$ cat src/rtl/lsu_pkg.sv
// Shared definitions for the load/store lane unit.
// Assumes a 32-bit data path split into 8-bit lanes.
package lsu_pkg;
    localparam int XLEN   = 32;
    localparam int NBYTES = XLEN / 8;
    localparam int OFF_W  = $clog2(NBYTES);

    typedef enum logic [1:0] {
        SZ_BYTE = 2'b00,
        SZ_HALF = 2'b01,
        SZ_WORD = 2'b10,
        SZ_RSVD = 2'b11
    } acc_size_t;
endpackage

$ cat src/rtl/lsu_store_align.sv
// Request decode: alignment check, byte enables and lane-replicated data.
// Purely combinational; assumes one request per cycle from the core.
module lsu_store_align
    import lsu_pkg::*;
#(
    parameter int ADDR_W = 32
) (
    input  logic              valid,
    input  logic              write,
    input  acc_size_t         size,
    input  logic [ADDR_W-1:0] addr,
    input  logic [XLEN-1:0]   wdata,
    output logic              err,
    output logic              accept,
    output logic [NBYTES-1:0] wen,
    output logic [XLEN-1:0]   lane_data,
    output logic [ADDR_W-OFF_W-1:0] word_addr
);
    logic [OFF_W-1:0]  off;
    logic              bad;
    logic [NBYTES-1:0] be;

    assign off       = addr[OFF_W-1:0];
    assign word_addr = addr[ADDR_W-1:OFF_W];

    // Alignment rule per size; the reserved code is always refused.
    always_comb begin
        case (size)
            SZ_BYTE: bad = 1'b0;
            SZ_HALF: bad = off[0];
            SZ_WORD: bad = (off != '0);
            default: bad = 1'b1;
        endcase
    end

    // Per-lane enable and data selection.
    for (genvar i = 0; i < NBYTES; i++) begin : g_lane
        localparam logic [OFF_W-1:0] LANE = OFF_W'(i);
        always_comb begin
            case (size)
                SZ_BYTE: begin
                    be[i]             = (off == LANE);
                    lane_data[8*i +: 8] = wdata[7:0];
                end
                SZ_HALF: begin
                    be[i]             = (off[OFF_W-1] == LANE[OFF_W-1]);
                    lane_data[8*i +: 8] = wdata[8*(i%2) +: 8];
                end
                SZ_WORD: begin
                    be[i]             = 1'b1;
                    lane_data[8*i +: 8] = wdata[8*i +: 8];
                end
                default: begin
                    be[i]             = 1'b0;
                    lane_data[8*i +: 8] = wdata[8*i +: 8];
                end
            endcase
        end
    end

    assign err    = valid & bad;
    assign accept = valid & ~bad;
    assign wen    = be & {NBYTES{valid & write & ~bad}};
endmodule

$ cat src/rtl/lsu_load_extract.sv
// Load return path: remembers the offset, size and signedness of an
// accepted load, then selects and extends the word the memory returns
// one cycle later. Assumes a memory with a one-cycle read latency.
module lsu_load_extract
    import lsu_pkg::*;
(
    input  logic             clk,
    input  logic             rst_n,
    input  logic             capture,
    input  logic [OFF_W-1:0] off,
    input  acc_size_t        size,
    input  logic             zext,
    input  logic [XLEN-1:0]  rdata,
    output logic             load_valid,
    output logic [XLEN-1:0]  load_data
);
    logic             vld_q;
    logic [OFF_W-1:0] off_q;
    acc_size_t        size_q;
    logic             zext_q;
    logic [7:0]       sel_b;
    logic [15:0]      sel_h;

    // Hold the load context until the data returns.
    always_ff @(posedge clk) begin
        if (!rst_n) begin
            vld_q  <= 1'b0;
            off_q  <= '0;
            size_q <= SZ_WORD;
            zext_q <= 1'b0;
        end else begin
            vld_q <= capture;
            if (capture) begin
                off_q  <= off;
                size_q <= size;
                zext_q <= zext;
            end
        end
    end

    // Lane selection, little-endian.
    always_comb begin
        sel_b = rdata[8*off_q +: 8];
        sel_h = off_q[OFF_W-1] ? rdata[31:16] : rdata[15:0];
    end

    // Extension to full width.
    always_comb begin
        case (size_q)
            SZ_BYTE: load_data = {{(XLEN-8){sel_b[7] & ~zext_q}}, sel_b};
            SZ_HALF: load_data = {{(XLEN-16){sel_h[15] & ~zext_q}}, sel_h};
            default: load_data = rdata;
        endcase
    end

    assign load_valid = vld_q;

    a_r6_sign_fill: assert property (@(posedge clk) disable iff (!rst_n)
        (vld_q && size_q == SZ_BYTE && !zext_q) |-> (load_data[XLEN-1:8] == {(XLEN-8){load_data[7]}}));
    a_r7_zero_fill: assert property (@(posedge clk) disable iff (!rst_n)
        (vld_q && size_q == SZ_BYTE && zext_q) |-> (load_data[XLEN-1:8] == '0));
    a_r8_half_fill: assert property (@(posedge clk) disable iff (!rst_n)
        (vld_q && size_q == SZ_HALF && zext_q) |-> (load_data[XLEN-1:16] == '0));
endmodule

$ cat src/rtl/lsu_lane_unit.sv
// Top of the load/store lane unit. Requests are decoded in the cycle they
// arrive; load results appear one cycle later. Assumes the memory samples
// mem_req/mem_addr/mem_wen at the clock edge and returns read data after it.
module lsu_lane_unit
    import lsu_pkg::*;
#(
    parameter int ADDR_W = 32
) (
    input  logic              clk,
    input  logic              rst_n,
    input  logic              req_valid,
    input  logic              req_write,
    input  logic [1:0]        req_size,
    input  logic              req_unsigned,
    input  logic [ADDR_W-1:0] req_addr,
    input  logic [XLEN-1:0]   req_wdata,
    output logic              mem_req,
    output logic [ADDR_W-OFF_W-1:0] mem_addr,
    output logic [NBYTES-1:0] mem_wen,
    output logic [XLEN-1:0]   mem_wdata,
    input  logic [XLEN-1:0]   mem_rdata,
    output logic              misalign_err,
    output logic              load_valid,
    output logic [XLEN-1:0]   load_data
);
    acc_size_t size_e;
    logic      accept;

    assign size_e = acc_size_t'(req_size);

    lsu_store_align #(.ADDR_W(ADDR_W)) u_align (
        .valid     (req_valid),
        .write     (req_write),
        .size      (size_e),
        .addr      (req_addr),
        .wdata     (req_wdata),
        .err       (misalign_err),
        .accept    (accept),
        .wen       (mem_wen),
        .lane_data (mem_wdata),
        .word_addr (mem_addr)
    );

    assign mem_req = accept;

    lsu_load_extract u_load (
        .clk        (clk),
        .rst_n      (rst_n),
        .capture    (accept & ~req_write),
        .off        (req_addr[OFF_W-1:0]),
        .size       (size_e),
        .zext       (req_unsigned),
        .rdata      (mem_rdata),
        .load_valid (load_valid),
        .load_data  (load_data)
    );

    a_r5_err_blocks: assert property (@(posedge clk) disable iff (!rst_n)
        misalign_err |-> (mem_wen == '0 && !mem_req));
    a_r5_no_result: assert property (@(posedge clk) disable iff (!rst_n)
        misalign_err |=> !load_valid);
    a_r10_store_quiet: assert property (@(posedge clk) disable iff (!rst_n)
        (req_valid && req_write) |=> !load_valid);
    a_r2_lane_shape: assert property (@(posedge clk) disable iff (!rst_n)
        (mem_wen != '0) |-> ($countones(mem_wen) == 1 || mem_wen == 4'b0011 ||
                             mem_wen == 4'b1100 || mem_wen == 4'b1111));
    a_r1_idle_quiet: assert property (@(posedge clk) disable iff (!rst_n)
        !req_valid |-> (!mem_req && mem_wen == '0));
endmodule

$ cat config.mk
export PLATFORM = sky130hd
export DESIGN_NAME = lsu_lane_unit
export DESIGN_NICKNAME = d
export VERILOG_FILES = /design/src/rtl/lsu_pkg.sv /design/src/rtl/lsu_store_align.sv /design/src/rtl/lsu_load_extract.sv /design/src/rtl/lsu_lane_unit.sv
export SDC_FILE = /design/constraint.sdc
export NUM_CORES = 1
export LEC_CHECK = 0
export BUFFER_PORTS_ARGS = -buffer_cell sky130_fd_sc_hd__buf_2
export CAP_MARGIN = 20
export CORE_AREA = 2 2 78 80
export DETAILED_ROUTE_END_ITERATION = 16
export DIE_AREA = 0 0 80 82
export MAX_ROUTING_LAYER = met4
export PLACE_DENSITY = 0.73
export SETUP_SLACK_MARGIN = 0.15
export SLEW_MARGIN = 20
export SYNTH_ARGS = -nofsm -noshare
export SYNTH_HDL_FRONTEND = slang
export SYNTH_SLANG_ARGS = --single-unit
$ cat constraint.sdc
create_clock -name clk -period 1.75 [get_ports clk]
set_input_delay 0.175 -clock clk [delete_from_list [all_inputs] [get_ports clk]]
set_output_delay 0.175 -clock clk [all_outputs]
set_load 0.02 [all_outputs]
==> flow_metrics.env <==
export IMPL_synth_seq_cells=6
export IMPL_seq_area_sq_um=126
export IMPL_fin_hold_ws_ns=0.192
export IMPL_grt_usage_pct=15.2
export IMPL_startpoint_type="flip-flop"
export IMPL_cts_buffer_depth=2
export IMPL_wl_met1_microns=2100
export IMPL_layout_commonest_cell="buf_2"
export IMPL_fin_crit_ns=1.92
export IMPL_drive_gt1_share_pct=57.5
export IMPL_violations="negative setup slack"
export IMPL_ios=204
export IMPL_core_area_sq_um=5750
export IMPL_maxSlewHeadroom_pct=73.7
export IMPL_critPathRequiredTime_ns=1.57
export IMPL_crit_type="reg -> out"
export IMPL_fin_cells=433
export IMPL_multi_input_area_sq_um=1190
export IMPL_clkLatencyLatePin_ns=0.22
export IMPL_crit_end="load_data[10]"
export IMPL_fin_nets=463
export IMPL_crit_fanout=8
export IMPL_hold_path_class="in -> reg"
export IMPL_synth_nets=358
export IMPL_synth_cell_types=34
export IMPL_dieArea_sq_um=6560
export IMPL_dpl_hpwl_microns=4500
export IMPL_cpPeakStageDelay_ns=0.36
export IMPL_pwr_share_comb_pct=65.5
export IMPL_place_area_sq_um=2170
export IMPL_power_w=0.00101
export IMPL_rsz0062_at_grt="yes"
export IMPL_cp_cell_sequence="mux2_4 -> a22o_1 -> and2_4 -> a221o_1 -> buf_6"
export IMPL_grt_max_degree=34
export IMPL_drc=0
export IMPL_area_growth_syn_to_layout_pct=46.8
export IMPL_ir_drop_v=0.000194
export IMPL_cts_sinks=6
export IMPL_overflow=0
export IMPL_setup_worst_path_end_class="output pin"
export IMPL_power_switching_w=0.000427
export IMPL_leakagePower_nw=1.30
export IMPL_detail_route_antenna_nets=0
export IMPL_skew_ns=0
export IMPL_dr_wl_met2_microns=2910
export IMPL_final_setup_viol_count=24
export IMPL_cts_tree="built"
export IMPL_top_layer="met3"
export IMPL_finalCritPeriodShare_pct=110
export IMPL_final_cell_area_sq_um=2410
export IMPL_drv_cap=0
export IMPL_wl_met3_microns=525
export IMPL_syn_area_per_cell_sq_um=6.44
export IMPL_seq_power_share_pct=14.5
export IMPL_min_path_cells=2
export IMPL_cts_root_buf="clkbuf_8"
export IMPL_drt_initial_drc_count=40
export IMPL_antenna_cells=0
export IMPL_htree_levels=1
export IMPL_wl_microns=5540
export IMPL_yosysSeqAreaShare_pct=7.32
export IMPL_drt_pass1_iterations=4
export IMPL_initial_core_util_pct=28.6
export IMPL_num_vias=2075
export IMPL_antenna_found_initial=0
export IMPL_p_sw_share_pct=42.4
export IMPL_arrival_ns=1.74
export IMPL_grt_pass1_vias=1718
export IMPL_fin_ws_ns=-0.169
export IMPL_p_per_area_nw_per_um2=417
export IMPL_gp_congestion=0.758
export IMPL_ys_warnings_count=0
export IMPL_status="finished with violations"
export IMPL_cellInternalPower_w=0.000579
export IMPL_fmax_mhz=521
export IMPL_synth_area_sq_um=1640
export IMPL_portBuffers=143
export IMPL_worstMarginPinSlew_ns=0.392
export IMPL_dieHeight_microns=82
export IMPL_grt_pass1_wl_microns=7750
export IMPL_die_width_microns=80
export IMPL_fillers=576
export IMPL_cts_buffers=3
export IMPL_reg2reg_from="u_load.off_q[1]$_SDFFE_PN0P_"
export IMPL_routed_via_density=4.79
export IMPL_drv_slew=0
export IMPL_worst_r2r_path_depth=3
export IMPL_place_inst=427
export IMPL_critical_path_slowest_cell="dfxtp_4"
export IMPL_final_cell_mix="buf_2, nand2_1, mux2_2, buf_4, o21ai_0"
export IMPL_row_count=28
export IMPL_startpoint="u_load.off_q[1]$_SDFFE_PN0P_"
export IMPL_synth_cells=255
export IMPL_r2r_setup_slack_ns=1.02
export IMPL_clockPowerShare_pct=19.9
export IMPL_clkTransAtPathRegs_ns=0.03
export IMPL_finalHoldViolCount=0
export IMPL_wl_per_cell_microns=12.8
export IMPL_r2r_end="u_load.off_q[1]$_SDFFE_PN0P_"
==> cell type report <==
class | instances | area share (%)
Multi-Input combinational cell | 190 | 49.6
Sequential cell | 6 | 5.24
Inverter | 2 | 0.312
Timing Repair Buffer | 157 | 39.3
Clock buffer | 3 | 1.71
Tap cell | 75 | 3.89
==> cells by family (layout without fill, tap and decap cells) <==
family                    count (synthesis)  count (layout)  synth area share [%]
muxes                                    27              27                  18.1
buffers and inverters                    59             162                  23.6
AOI/OAI and AO/OA                        47              47                  19.0
DFF                                       6               6                  7.32
xor gates and xnor gates                  1               1                 0.534
and+or+nand+nor                         115             115                  31.6
==> synth_stat cells <==
| cell type | n | area (sq um) |
|---|---|---|
| nand2b_1 | 8 | 50.1 |
| mux2_2 | 17 | 191 |
| buf_1 | 1 | 3.75 |
| o21bai_1 | 1 | 7.51 |
| clkbuf_1 | 10 | 37.5 |
| and2_4 | 1 | 8.76 |
| dfxtp_1 | 6 | 120 |
| nor2_2 | 1 | 6.26 |
| inv_1 | 2 | 7.51 |
| a211oi_1 | 1 | 7.51 |
| xnor2_1 | 1 | 8.76 |
| buf_4 | 38 | 285 |
| nor2b_1 | 5 | 31.3 |
| nor2_1 | 7 | 26.3 |
| o21ai_1 | 4 | 20.0 |
| nand3_1 | 4 | 20.0 |
| a22oi_1 | 8 | 60.1 |
| o21ai_0 | 17 | 85.1 |
| mux2_4 | 1 | 15.0 |
| nand2_1 | 73 | 274 |
| buf_6 | 2 | 22.5 |
| and2_1 | 1 | 6.26 |
| a221o_1 | 8 | 80.1 |
| nand2_2 | 10 | 62.6 |
| mux2i_1 | 9 | 90.1 |
| and3_1 | 1 | 6.26 |
| a21oi_2 | 1 | 8.76 |
| buf_2 | 6 | 30.0 |
| a21oi_1 | 5 | 25.0 |
| a2111oi_0 | 1 | 8.76 |
| nand3b_1 | 1 | 7.51 |
| a22o_1 | 1 | 8.76 |
| nor3_1 | 2 | 10.0 |
| or3b_2 | 1 | 8.76 |
==> timing repair <==
item,CTS,global route
pin swaps,1,10
gates resized for setup,18,33
hold buffers,0,0
endpoints found under the setup margin,32,32
setup buffers,0,3
==> layer usage <==
| metal | vias to the layer above | global-route usage, % |
|---|---|---|
| li1 | 1031 | - |
| met1 | 918 | 15.5 |
| met2 | 126 | 30.4 |
| met3 | 0 | 2.20 |
| met4 | 0 | 3.22 |
| met5 | - | - |
==> through the flow <==
stage | setup TNS [ns] | setup slack, ns | util [%]
after floorplan | 0 | 0.120 | -
after global placement | 0 | 0.0922 | 37.8
after detailed placement | 0 | 0.0462 | 37.8
after CTS | -2.99 | -0.164 | 39.5
after global routing | -3.71 | -0.190 | 41.9
final | -2.76 | -0.169 | 41.9
==> power by group through the flow <==
| stage | combinational, W | sequential [W] | clock (W) |
|---|---|---|---|
| floorplan | 0.000479 | 0.000147 | 0 |
| global placement | 0.000605 | 0.000148 | 0 |
| detailed placement | 0.000608 | 0.000148 | 0 |
| CTS | 0.000633 | 0.000145 | 0.000207 |
| global route | 0.000707 | 0.000147 | 0.000220 |
| finish | 0.000659 | 0.000146 | 0.000201 |
==> worst min path at each step <==
stage,to,slack [ns],startpoint
after floorplan,u_load.off_q[1]$_SDFFE_PN0P_,0.31,req_addr[1]
after global placement,mem_addr[0],0.35,req_addr[2]
after detailed placement,mem_addr[0],0.35,req_addr[2]
after CTS,u_load.size_q[1]$_SDFFE_PN1P_,0.19,rst_n
after global routing,u_load.size_q[1]$_SDFFE_PN1P_,0.20,rst_n
final,u_load.size_q[1]$_SDFFE_PN1P_,0.19,rst_n
==> sequential cells by signal, summed over array words and instances, names as in the netlist <==
name,flops
u_load.zext_q,1
u_load.off_q,2
u_load.size_q,2
u_load.load_valid,1
==> worst max-delay path, delay by kind of cell, from the launching register on <==
family,cells,cell delay (ns)
AO/OA/AOI/OAI,2,0.53
flip-flops,1,0.36
multiplexers,1,0.31
AND/OR/NAND/NOR,1,0.18
buffers and inverters,1,0.14
Note: power is estimated with default switching activity, not from simulation.
